<file path="config.mk">
export PLATFORM = sky130hd
export DESIGN_NAME = sixstate_counter
export DESIGN_NICKNAME = d
export VERILOG_FILES = /design/src/rtl/sixstate_pkg.sv /design/src/rtl/upcnt_core.sv /design/src/rtl/term_decode.sv /design/src/rtl/restart_sel.sv /design/src/rtl/sixstate_counter.sv
export SDC_FILE = /design/constraint.sdc
export NUM_CORES = 1
export LEC_CHECK = 0
export BUFFER_PORTS_ARGS = -buffer_cell sky130_fd_sc_hd__buf_2
export CAP_MARGIN = 5
export CORE_AREA = 2 2 39 41
export CTS_CLUSTER_DIAMETER = 80
export DETAILED_ROUTE_END_ITERATION = 6
export DIE_AREA = 0 0 41 43
export PLACE_DENSITY_LB_ADDON = 0.15
export SLEW_MARGIN = 20
export SYNTH_ARGS = -nofsm -noshare
export SYNTH_HDL_FRONTEND = slang
export SYNTH_SLANG_ARGS = --single-unit
export TNS_END_PERCENT = 10
</file>
<file path="constraint.sdc">
create_clock -name clk -period 2.4 [get_ports clk]
set_input_delay 0.72 -clock clk [delete_from_list [all_inputs] [get_ports clk]]
set_output_delay 0.72 -clock clk [all_outputs]
set_load 0.02 [all_outputs]
</file>
<file path="src/rtl/sixstate_pkg.sv">
package sixstate_pkg;

  localparam int CW = 4;
  localparam int NSCH = 4;
  localparam int SW = $clog2(NSCH);

  typedef logic [CW-1:0] cnt_t;

  typedef enum logic [SW-1:0] {
    SCH_CLR5  = 2'd0,
    SCH_LD5   = 2'd1,
    SCH_CARRY = 2'd2,
    SCH_LD8   = 2'd3
  } scheme_e;

  localparam cnt_t ALL_ONES    = {CW{1'b1}};
  localparam cnt_t PRESET_HIGH = cnt_t'(10);
  localparam cnt_t PRESET_LOW  = cnt_t'(3);
  localparam cnt_t TERM_FIVE   = cnt_t'(5);
  localparam cnt_t TERM_EIGHT  = cnt_t'(8);

  // Value the sequence restarts from under a scheme.
  function automatic cnt_t first_state(scheme_e s);
    cnt_t v;
    case (s)
      SCH_CLR5:  v = '0;
      SCH_LD5:   v = '0;
      SCH_CARRY: v = PRESET_HIGH;
      SCH_LD8:   v = PRESET_LOW;
      default:   v = '0;
    endcase
    return v;
  endfunction

  // Value whose detection triggers the restart.
  function automatic cnt_t last_state(scheme_e s);
    cnt_t v;
    case (s)
      SCH_CLR5:  v = TERM_FIVE;
      SCH_LD5:   v = TERM_FIVE;
      SCH_CARRY: v = ALL_ONES;
      SCH_LD8:   v = TERM_EIGHT;
      default:   v = TERM_FIVE;
    endcase
    return v;
  endfunction

  // The restart goes through the clear path for this scheme, not the load path.
  function automatic logic restart_by_clear(scheme_e s);
    return (s == SCH_CLR5);
  endfunction

  // A scheme that detects its terminal state from the carry-out.
  function automatic logic detect_by_carry(scheme_e s);
    return (s == SCH_CARRY);
  endfunction

endpackage

</file>
<file path="src/rtl/upcnt_core.sv">
module upcnt_core #(
  parameter int W = 4
) (
  input  logic         clk,
  input  logic         clr_n,
  input  logic         ld,
  input  logic         cnt,
  input  logic [W-1:0] din,
  output logic [W-1:0] q,
  output logic         co
);

  localparam logic [W-1:0] TOP = {W{1'b1}};

  logic [W-1:0] q_r;
  logic [W-1:0] q_inc;

  assign q_inc = q_r + W'(1);

  // Clear beats load, and load beats count.
  always_ff @(posedge clk) begin
    if (!clr_n)   q_r <= '0;
    else if (ld)  q_r <= din;
    else if (cnt) q_r <= q_inc;
  end

  assign q  = q_r;
  assign co = (q_r == TOP);

endmodule

</file>
<file path="src/rtl/term_decode.sv">
module term_decode
  import sixstate_pkg::*;
(
  input  cnt_t            q,
  input  logic            co,
  input  logic            en,
  input  scheme_e         act,
  output logic            fire,
  output logic [NSCH-1:0] wrap
);

  logic [NSCH-1:0] hit;

  for (genvar k = 0; k < NSCH; k++) begin : g_hit
    localparam scheme_e SK = scheme_e'(k);
    if (detect_by_carry(SK)) begin : g_carry
      assign hit[k] = co;
    end else begin : g_value
      assign hit[k] = (q == last_state(SK));
    end
    assign wrap[k] = fire && (act == SK);
  end

  assign fire = en && hit[act];

endmodule

</file>
<file path="src/rtl/restart_sel.sv">
module restart_sel
  import sixstate_pkg::*;
(
  input  logic    rst,
  input  logic    fire,
  input  scheme_e next_sch,
  output logic    restart,
  output logic    clr_n,
  output logic    ld,
  output cnt_t    din
);

  assign restart = rst || fire;

  always_comb begin
    clr_n = 1'b1;
    ld    = 1'b0;
    din   = first_state(next_sch);
    if (restart) begin
      if (restart_by_clear(next_sch)) clr_n = 1'b0;
      else                            ld    = 1'b1;
    end
  end

endmodule

</file>
<file path="src/rtl/sixstate_counter.sv">
module sixstate_counter
  import sixstate_pkg::*;
(
  input  logic       clk,
  input  logic       rst,
  input  logic       en,
  input  logic [1:0] mode,
  output logic [3:0] count,
  output logic       carry,
  output logic [3:0] wrap
);

  scheme_e act_q;
  scheme_e mode_s;
  logic    fire;
  logic    restart;
  logic    clr_n;
  logic    ld;
  cnt_t    din;
  cnt_t    q;
  logic    co;
  logic [NSCH-1:0] wrap_s;

  assign mode_s = scheme_e'(mode);

  always_ff @(posedge clk) begin
    if (restart) act_q <= mode_s;
  end

  upcnt_core #(.W(CW)) u_core (
    .clk   (clk),
    .clr_n (clr_n),
    .ld    (ld),
    .cnt   (en),
    .din   (din),
    .q     (q),
    .co    (co)
  );

  term_decode u_dec (
    .q    (q),
    .co   (co),
    .en   (en),
    .act  (act_q),
    .fire (fire),
    .wrap (wrap_s)
  );

  restart_sel u_sel (
    .rst      (rst),
    .fire     (fire),
    .next_sch (mode_s),
    .restart  (restart),
    .clr_n    (clr_n),
    .ld       (ld),
    .din      (din)
  );

  assign count = q;
  assign carry = co;
  assign wrap  = wrap_s;


  reset_first_chk: assert property (@(posedge clk)
    rst |=> (count == first_state(scheme_e'($past(mode)))));


  hold_idle_chk: assert property (@(posedge clk) disable iff (rst)
    !en |=> $stable(count));


  step_one_chk: assert property (@(posedge clk) disable iff (rst)
    (en && !fire) |=> (count == $past(count) + 4'd1));


  carry_reload_chk: assert property (@(posedge clk) disable iff (rst)
    (en && carry && act_q == SCH_CARRY && mode_s == SCH_CARRY) |=> (count == PRESET_HIGH));


  wrap_onehot_chk: assert property (@(posedge clk) disable iff (rst)
    $onehot0(wrap) && (en || wrap == '0));


  restart_target_chk: assert property (@(posedge clk) disable iff (rst)
    fire |=> (count == first_state(scheme_e'($past(mode)))));


  in_range_chk: assert property (@(posedge clk) disable iff (rst)
    (count >= first_state(act_q)) && (count <= last_state(act_q)));

endmodule

</file>
==> results.json, run 1 <==
{
  "status": "finished clean",
  "synth-seq-cells": 6,
  "p_sw_share_pct": 29.6,
  "min_period_ps": 2200,
  "fin_setup_tns_ps": 0,
  "start_util_pct": 26.6,
  "clock-skew-final_ps": 2.89,
  "area_growth_pct": 25.2,
  "grt_pass1_wl_um": 1040,
  "startpoint_type": "flip-flop",
  "synth_warnings": 0,
  "synth_area_leaders": "dfxtp_1 22%, edfxtp_1 16%, ha_1 10%",
  "finalWorstSetupSlack_ps": 196,
  "p_leak_uw": 0.000234,
  "grt_usage_pct": 8.95,
  "drc": 0,
  "wl_met2_um": 304,
  "cts_resized": 0,
  "setup.worst_path.end_class": "output port",
  "synth_commonest_cells": "4 x dfxtp_1, 4 x nor2_1, 3 x ha_1, 3 x inv_1, 3 x nand2_1",
  "seq_area_frac_synth_pct": 38.1,
  "place.gp.congestion": 0.630,
  "wl_met3_um": 46,
  "syn-num-nets": 47,
  "clock_path_buffers": 2,
  "ioPinCount": 14,
  "r2r_slack_ps": 590,
  "rows": 14,
  "cts_root_buf": "clkbuf_4",
  "rsz0062_at_grt": "no",
  "crit_path_max_fanout": 6,
  "dieArea_mm2": 0.00176,
  "final_core_util_pct": 33.3,
  "routed.top_layer": "met3",
  "seqPwrFrac_pct": 45.9,
  "async_reset_ff_share_pct": 0,
  "fin_crit_sh_pct": 91.8,
  "postCtsHoldBufs": 0,
  "overflow": 0,
  "clk-insertion-delay-late_ps": 240,
  "cp.arrival_ps": 1480,
  "worstPathRequired_ps": 1680,
  "p_switching_uw": 85.4,
  "antennaDiodeCount": 0,
  "vdd_drop_max_v": 0.000426,
  "cts_buffers": 3,
  "drt-initial-drc-count": 2,
  "syn-cell-area_um2": 368,
  "grt_max_degree": 8,
  "synth_top_cell_area_share_pct": 21.8,
  "m1WireLength_um": 332,
  "clk_pin_slew_ps": 50,
  "fin_hold_ws_ps": 619,
  "tightest_slew_ps": 291,
  "grt_pass1_vias": 236,
  "ys.flop_type": "dfxtp_1",
  "relSlewSlack_pct": 80.6,
  "drt_pre_antenna_iters": 2,
  "powerDensity_mw_per_mm2": 626,
  "hold_viol_final": 0,
  "synth_edf_count": 2,
  "portBuffers": 13,
  "finalMaxSlewViolations": 0,
  "cts.sinks": 6,
  "layout-drive-gt1-share_pct": 34.0,
  "die_y_um": 43,
  "hpwl_um": 534,
  "combPwrFrac_pct": 22.6,
  "hp-class": "flip-flop to flip-flop",
  "synth_cell_types": 22,
  "worst-setup-path-type": "flip-flop to output port",
  "die_x_um": 41,
  "via_count": 298,
  "synthCells": 39,
  "max_cap_viol_count": 0,
  "nets": 63,
  "synth_top_cell_by_area": "dfxtp_1",
  "fmax_mhz": 454,
  "antenna_left": 0,
  "vias_per_cell": 4.32,
  "finalSetupViolations": 0,
  "cts_setup_buffers": 0,
  "preCtsSetupSlack_ps": 225,
  "syn_avg_cell_area_um2": 9.43,
  "cts_tree": "done",
  "wl_um": 683,
  "power_frac_clock_pct": 31.5,
  "p_int_uw": 203,
  "core-area_mm2": 0.00138,
  "antenna_found_initial": 0,
  "h-tree-depth": 1,
  "detail_route.wl_per_cell_um": 9.90
}
-- path summary, 6_finish.rpt --
kind                            cells after the start        start          end
worst min register to register                      2  u_core.q[2]  u_core.q[2]
worst max-delay path                                5  u_core.q[0]      wrap[3]
worst max register to register                      6  u_core.q[0]  u_core.q[1]
worst min-delay path                                2  u_core.q[2]  u_core.q[2]
-- metal layers --
metal  GRT usage [%]  up-vias
met5               0        -
met4               0        0
met3            6.81        0
met2            11.6        8
met1            12.6      129
li1                -      161
-- cell families after synthesis --
logic type      Yosys count  share of synthesized area, %
simple gates             17                          25.2
compound gates            2                          2.72
flops                     6                          38.1
buf+inv                   5                          7.14
mux                       3                          9.52
fa+ha+maj                 3                          10.2
xor+xnor                  3                          7.14
-- registers in the layout, indices dropped and copies added (netlist names) --
register / flops
u_core.q: 4
act_q: 2
-- metrics by stage --
step	cell area (µm²)	instances	power (µW)
4_1_cts	460	69	291
3_5_place_dp	438	66	200
5_1_grt	460	69	310
6_report	460	69	288
3_3_place_gp	438	66	202
2_1_floorplan	368	39	180
-- critical path, cell delays in order (launching register included) --
cell and delay (ps):
dfxtp_1 440, ha_1 230, nand3b_1 100, a21oi_1 180, and2_2 150, buf_2 150
-- power groups by stage --
stage / clock network (µW) / logic [µW] / registers (µW)
2_1_floorplan: 0 / 38.0 / 142
3_3_place_gp: 0 / 66.4 / 135
3_5_place_dp: 0 / 65.9 / 134
4_1_cts: 92.1 / 66.3 / 133
5_1_grt: 103 / 71.2 / 135
6_report: 90.7 / 65.2 / 132
-- cell type report --
class	instances	area, µm²
Tap cell	16	20.0
Inverter	3	11.3
Clock buffer	3	22.5
Timing Repair Buffer	13	65.1
Fill cell	148	923
Multi-Input combinational cell	28	201
Sequential cell	6	140
-- cells in the final DEF, fill, tap and decap left out --
cell type | synthesis | final
nand2b_1 | 1 | 1
nor3_1 | 1 | 1
nand3b_1 | 2 | 2
nand2_1 | 3 | 3
clkbuf_4 | 0 | 3
and3_1 | 1 | 1
and2_2 | 1 | 1
nand4_1 | 2 | 2
nor2_1 | 4 | 4
or3b_1 | 1 | 1
dfxtp_1 | 4 | 4
ha_1 | 3 | 3
mux2i_1 | 2 | 2
nand3_1 | 1 | 1
inv_1 | 3 | 3
edfxtp_1 | 2 | 2
mux2_4 | 1 | 1
xor2_1 | 2 | 2
o21ai_0 | 1 | 1
buf_2 | 0 | 13
xnor2_1 | 1 | 1
a21oi_1 | 1 | 1
No activity file was read; power rests on OpenSTA's default activity.
==> run 2: changes to the inputs <==
SYNTH_HIERARCHICAL = 1   (was unset)
clock period = 2.5 ns   (was 2.4 ns; I/O delays follow)
==> run 2 against run 1 <==
Effect of this change:
- sequential power rose by 4%
- first-iteration DRC count rose to 3.5 times the previous value
- non-clock buffer count did not move
- setup slack improved by 200 ps
- global-route usage rose by 1.5 points
- cell count rose by 12%
- area after synthesis rose by 5.1%
- utilization rose by 1.9 points
- critical path depth did not move
- design area rose by 5.7%
- routed wire length rose by 12%
- critical endpoint is now wrap[2]
- highest routed layer unchanged
==> results.json, run 2 <==
{
  "grt_usage_pct": 10.5,
  "cts_root_buf": "clkbuf_4",
  "seqPwrFrac_pct": 43.0,
  "vias_per_cell": 4.38,
  "place.gp.congestion": 0.648,
  "vdd_drop_max_v": 0.000176,
  "fin_crit_sh_pct": 84.2,
  "fin_hold_ws_ps": 639,
  "drt-initial-drc-count": 7,
  "status": "finished clean",
  "p_sw_share_pct": 32.2,
  "holdCritStartpoint": "u_core/q[3]",
  "synth_most_common_cell": "nand2_1",
  "preCtsSetupSlack_ps": 430,
  "area_growth_pct": 25.9,
  "h-tree-depth": 1,
  "die_y_um": 43,
  "synth_cell_types": 27,
  "postCtsHoldBufs": 0,
  "clk_pin_slew_ps": 50,
  "hold_viol_final": 0,
  "setup.worst_path.end_class": "output port",
  "worstHoldPathCells": 2,
  "r2r_slack_ps": 560,
  "hp-class": "flip-flop to flip-flop",
  "synth-seq-cells": 6,
  "grt_max_degree": 9,
  "p_leak_uw": 0.000230,
  "finalSetupViolations": 0,
  "cp.arrival_ps": 1350,
  "largest_reg_flops": 4,
  "synth_top_cell_by_area": "dfxtp_1",
  "layout-drive-gt1-share_pct": 29.5,
  "drt_pre_antenna_iters": 4,
  "overflow": 0,
  "core-area_mm2": 0.00138,
  "powerDensity_mw_per_mm2": 654,
  "cts_tree": "done",
  "rsz0062_at_grt": "no",
  "fmax_mhz": 475,
  "clock-skew-final_ps": 6.78,
  "rows": 14,
  "ioPinCount": 14,
  "rr_endpoint": "u_core/q[3]",
  "antenna_left": 0,
  "reg2reg_from": "u_core/q[0]",
  "grt_pass1_wl_um": 1190,
  "drc": 0,
  "synthCells": 46,
  "final_common_cell": "buf_2",
  "cts_resized": 0,
  "dieArea_mm2": 0.00176,
  "wl_um": 767,
  "seq_area_frac_synth_pct": 36.2,
  "combPwrFrac_pct": 28.2,
  "synth_area_leaders": "dfxtp_1 21%, edfxtp_1 16%, and4bb_1 6.5%",
  "portBuffers": 13,
  "detail_route.wl_per_cell_um": 9.96,
  "nets": 68,
  "hpwl_um": 628,
  "stdcell_area_um2": 487,
  "crit_path_max_fanout": 6,
  "power_frac_clock_pct": 28.8,
  "syn_avg_cell_area_um2": 8.40,
  "syn-cell-area_um2": 387,
  "clk-insertion-delay-late_ps": 240,
  "synth_edf_count": 2,
  "place_area_um2": 460,
  "cts_buffers": 3,
  "worst-setup-path-type": "flip-flop to output port",
  "p_switching_uw": 102,
  "max_cap_viol_count": 0,
  "syn-num-nets": 52,
  "startpoint_type": "flip-flop",
  "finalWorstSetupSlack_ps": 395,
  "most-common-layout-cells": "13 x buf_2, 5 x nand2_1, 4 x o21ai_0, 4 x dfxtp_1, 4 x nor2_1",
  "antenna_found_initial": 0,
  "reg2regPathDepth": 9,
  "synth_top_cell_area_share_pct": 20.7,
  "fin_setup_tns_ps": 0,
  "worstPathRequired_ps": 1750,
  "async_reset_ff_share_pct": 0,
  "start_util_pct": 27.9,
  "ys.flop_type": "dfxtp_1",
  "via_count": 337,
  "antennaDiodeCount": 0,
  "min_period_ps": 2100,
  "clock_path_buffers": 2,
  "synth_warnings": 6,
  "p_int_uw": 216,
  "cts_setup_buffers": 0,
  "grt_pass1_vias": 305,
  "synth_commonest_cells": "5 x nand2_1, 4 x dfxtp_1, 4 x nor2_1, 4 x o21ai_0, 3 x and2_1",
  "min_to": "u_core/q[3]",
  "cts.sinks": 6,
  "finalMaxSlewViolations": 0,
  "die_x_um": 41
}
## run 2: cell count changes after synthesis, sizes merged, moves of 2 or more
cell / delta
o21ai: +4
and2: +2
and4bb: +2
ha: -2
nand2: +2
nand3b: -2
## run 2: layer usage
| metal | wire length, µm | GRT usage, % |
|---|---|---|
| met3 | 45 | 3.14 |
| met4 | 0 | 10.0 |
| met2 | 375 | 15.3 |
| met1 | 346 | 11.1 |
| met5 | 0 | 0 |
## run 2: cell families after synthesis
| group | after synthesis | synth area share (%) |
|---|---|---|
| mux | 1 | 2.59 |
| xor+xnor | 3 | 6.80 |
| buf+inv | 4 | 4.85 |
| flops | 6 | 36.2 |
| fa+ha+maj | 1 | 3.24 |
| other cells | 1 | 0.970 |
| compound gates | 8 | 10.7 |
| simple gates | 22 | 34.6 |
## run 2: through the flow
stage | instances | utilization [%] | total power, µW
2_1_floorplan | 46 | - | 199
3_3_place_gp | 73 | 33.3 | 230
3_5_place_dp | 73 | 33.3 | 230
4_1_cts | 77 | 35.2 | 323
5_1_grt | 77 | 35.2 | 340
6_report | 77 | 35.2 | 318
## run 2: how the worst max path moves through the flow
| stage | from | endpoint | slack, ps | cells past startpoint |
|---|---|---|---|---|
| 6_report | u_core/q[0] | wrap[2] | 400 | 5 |
| 5_1_grt | u_core/q[0] | wrap[2] | 280 | 5 |
| 4_1_cts | u_core/q[0] | wrap[2] | 380 | 5 |
| 3_5_place_dp | en | u_core/q[3] | 430 | 8 |
| 3_3_place_gp | en | u_core/q[3] | 420 | 8 |
| 2_1_floorplan | u_core/q[0] | wrap[2] | 350 | 4 |
## run 2: worst max-delay path: stages, from the launching register on
cell and delay, ps:
dfxtp_1 410, ha_1 200, and3_1 170, nand2b_1 80
nor2_1 90, buf_2 160
## run 2: final cells by class
type                            instances  area, µm²
Clock buffer                            4       26.3
Fill cell                             146        897
Inverter                                2       7.51
Multi-Input combinational cell         36        228
Sequential cell                         6        140
Tap cell                               16       20.0
Timing Repair Buffer                   13       65.1
## run 2: power groups by stage
stage	sequential, µW	combinational, µW	clock [µW]
2_1_floorplan	151	47.9	0
3_3_place_gp	140	90.0	0
3_5_place_dp	140	89.9	0
4_1_cts	138	90.4	95.4
5_1_grt	140	101	98.7
6_report	137	89.8	91.8
==> run 3: changes to the inputs <==
ABC_AREA = 1   (was unset)
clock period = 1.7 ns   (was 2.5 ns; I/O delays follow)
==> run 3 against run 2 <==
Effect of this change:
- the flow now finishes with violations (negative setup slack)
- power up 81%
- count of clock-buffer cells in the layout unchanged
- register-to-register slack worse by 650 ps
- clock power up 58%
- global-route usage up 3.4 points
- die area unchanged
- sequential power up 43%
- first-iteration DRC count up 57%
- setup slack worse by 600 ps
- non-clock buffer count up 7
- combinational power rose to 2.6 times the previous value
- largest cell class unchanged
==> results.json, run 3 <==
{
  "crit_cells": 10,
  "cp_cell_sequence": "ha_4 -> nand2_4 -> nor2_4 -> inv_1 -> nand3_1 -> nand2_1 -> inv_2 -> nand3_2 -> nor2_4 -> buf_6",
  "p_leak_uw": 0.000391,
  "die_y_um": 43,
  "crit_path_max_fanout": 4,
  "finalMaxSlewViolations": 0,
  "synth_warnings": 6,
  "ioPinCount": 14,
  "ys.flop_type": "dfxtp_1",
  "crit_end": "wrap[1]",
  "most-common-layout-cells": "19 x nand2_1, 15 x inv_1, 9 x buf_2",
  "core-area_mm2": 0.00138,
  "async_reset_ff_share_pct": 0,
  "nets": 108,
  "h-tree-depth": 1,
  "synth_edf_count": 2,
  "antenna_found_initial": 0,
  "synthCells": 79,
  "clock-skew-final_ps": 7.84,
  "status": "complete, but fails checks",
  "powerDensity_mw_per_mm2": 805,
  "portBuffers": 13,
  "rows": 14,
  "detail_route.wl_per_cell_um": 8.35,
  "r2r_slack_ps": -90,
  "failed_checks": "negative setup slack",
  "rr_endpoint": "u_core/q[3]",
  "syn_avg_cell_area_um2": 5.99,
  "syn-num-nets": 85,
  "layout-drive-gt1-share_pct": 42.6,
  "finalSetupViolations": 8,
  "via_count": 514,
  "cts_root_buf": "clkbuf_4",
  "synth_commonest_cells": "21 x nand2_1, 16 x inv_1, 11 x nor2_1",
  "grt_usage_pct": 13.9,
  "cp.arrival_ps": 1390,
  "max_cap_viol_count": 0,
  "seq_area_frac_synth_pct": 29.6,
  "cts_tree": "done",
  "synth_cell_types": 20,
  "vias_per_cell": 4.39,
  "antennaDiodeCount": 0,
  "cts.sinks": 6,
  "cts_buffers": 3,
  "min_period_ps": 1900,
  "grt_pass1_wl_um": 1640,
  "synth_top_cell_area_share_pct": 16.9,
  "clock_path_buffers": 2,
  "place.gp.congestion": 0.723,
  "fin_hold_ws_ps": 492,
  "synth-seq-cells": 6,
  "finalWorstSetupSlack_ps": -201,
  "drt-initial-drc-count": 11,
  "synth_most_common_cell": "nand2_1",
  "hpwl_um": 836,
  "antenna_left": 0,
  "nFillCells": 149,
  "grt_pass1_vias": 427,
  "fin_crit_sh_pct": 112,
  "overflow": 0,
  "grt_max_degree": 7,
  "crit_family": "simple AND/OR/NAND/NOR gates",
  "clk-insertion-delay-late_ps": 250,
  "worst-setup-path-type": "flip-flop to output port",
  "worstPathRequired_ps": 1190,
  "reg2reg_from": "u_core/q[1]",
  "clk_pin_slew_ps": 50,
  "crit_path_frequent_cell": "nor2_4",
  "stdcell_area_um2": 717,
  "synth_top_cell_by_area": "dfxtp_1",
  "dieArea_mm2": 0.00176,
  "largest_reg_flops": 4,
  "startpoint_type": "flip-flop",
  "syn-cell-area_um2": 473,
  "synth_area_leaders": "dfxtp_1 17%, nand2_1 17%, edfxtp_1 13%",
  "setup.worst_path.end_class": "output port",
  "final_common_cell": "nand2_1",
  "worstPathBufferInverterCount": 3,
  "critPathLaunch": "u_core/q[1]",
  "hp-class": "primary input to flip-flop",
  "vdd_drop_max_v": 0.000454,
  "place_area_um2": 643,
  "drc": 0,
  "drt_pre_antenna_iters": 4,
  "rsz0062_at_grt": "yes",
  "die_x_um": 41,
  "cpMaxStageDelayCell": "dfxtp_4",
  "slowest_delay_ps": 350,
  "fmax_mhz": 526,
  "area_growth_pct": 51.6,
  "start_util_pct": 34.2,
  "hold_viol_final": 0,
  "wl_um": 977,
  "reg2regPathDepth": 16
}
## run 3: routing by layer
layer / vias to the layer above / track usage, % / share of wire [%]
li1: 278 / - / -
met1: 217 / 15.7 / 44
met2: 17 / 21.6 / 49
met3: 2 / 3.14 / 4.9
met4: 0 / 10.0 / 1.7
met5: - / 0 / 0
## run 3: repair_timing
item,CTS,global route
cloned,0,0
gates resized for setup,10,2
buffers inserted,1,0
hold buffers,0,0
setup endpoints to repair,8,10
pin swaps,5,1
## run 3: area by class of cell
cell class              instances  area (µm²)  area share, %
clock buffers                   4        26.3           3.66
inverters                      19        71.3           9.95
multi-input cells              52         308           42.9
flip-flops and latches          6         149           20.8
well taps                      16        20.0           2.79
repair buffers                 20         143           19.9
## run 3: metrics by stage
stage	setup WS, ps	util [%]	power (µW)	std cells	TNS (ps)
2_1_floorplan	-90.9	-	342	79	-586
3_3_place_gp	-15.0	46.5	417	112	-35.6
3_5_place_dp	-36.6	46.5	418	112	-129
4_1_cts	-243	51.3	583	117	-1160
5_1_grt	-303	51.8	622	117	-2040
6_report	-201	51.8	577	117	-983
## run 3: logic make-up (layout without fill, tap and decap cells)
logic type,count (synthesis),in the layout,share of synthesized area [%]
other cells,1,1,0.793
buf+inv,21,43,17.5
simple gates,44,44,41.3
fa+ha+maj,1,1,2.65
xor+xnor,1,1,1.85
compound gates,5,5,6.35
flops,6,6,29.6
## run 3: power breakdown
| group | switching (µW) | total [µW] | internal [µW] | leakage (µW) |
|---|---|---|---|---|
| Clock | 55.5 | 145 | 89.2 | 0.0000150 |
| Sequential | 20.9 | 196 | 175 | 0.0000545 |
| Combinational | 137 | 236 | 99.1 | 0.000322 |
## run 3: worst min path at each step
stage	from	endpoint	slack (ps)	cells past startpoint
after floorplan	u_core/q[1]	u_core/q[1]	600	4
after global placement	u_core/q[3]	u_core/q[3]	610	4
after detailed placement	u_core/q[3]	u_core/q[3]	610	4
after CTS	mode[0]	act_q[0]	490	1
after global routing	mode[0]	act_q[0]	480	1
final	mode[0]	act_q[0]	490	1
## run 3: worst register-to-register path: cells and delay by family, from the launching register on
family | cells | cell delay (ps)
buffers and inverters | 6 | 440
adder cells (fa/ha/maj) | 1 | 140
AO/OA/AOI/OAI | 1 | 180
AND/OR/NAND/NOR | 8 | 560
flip-flops | 1 | 350
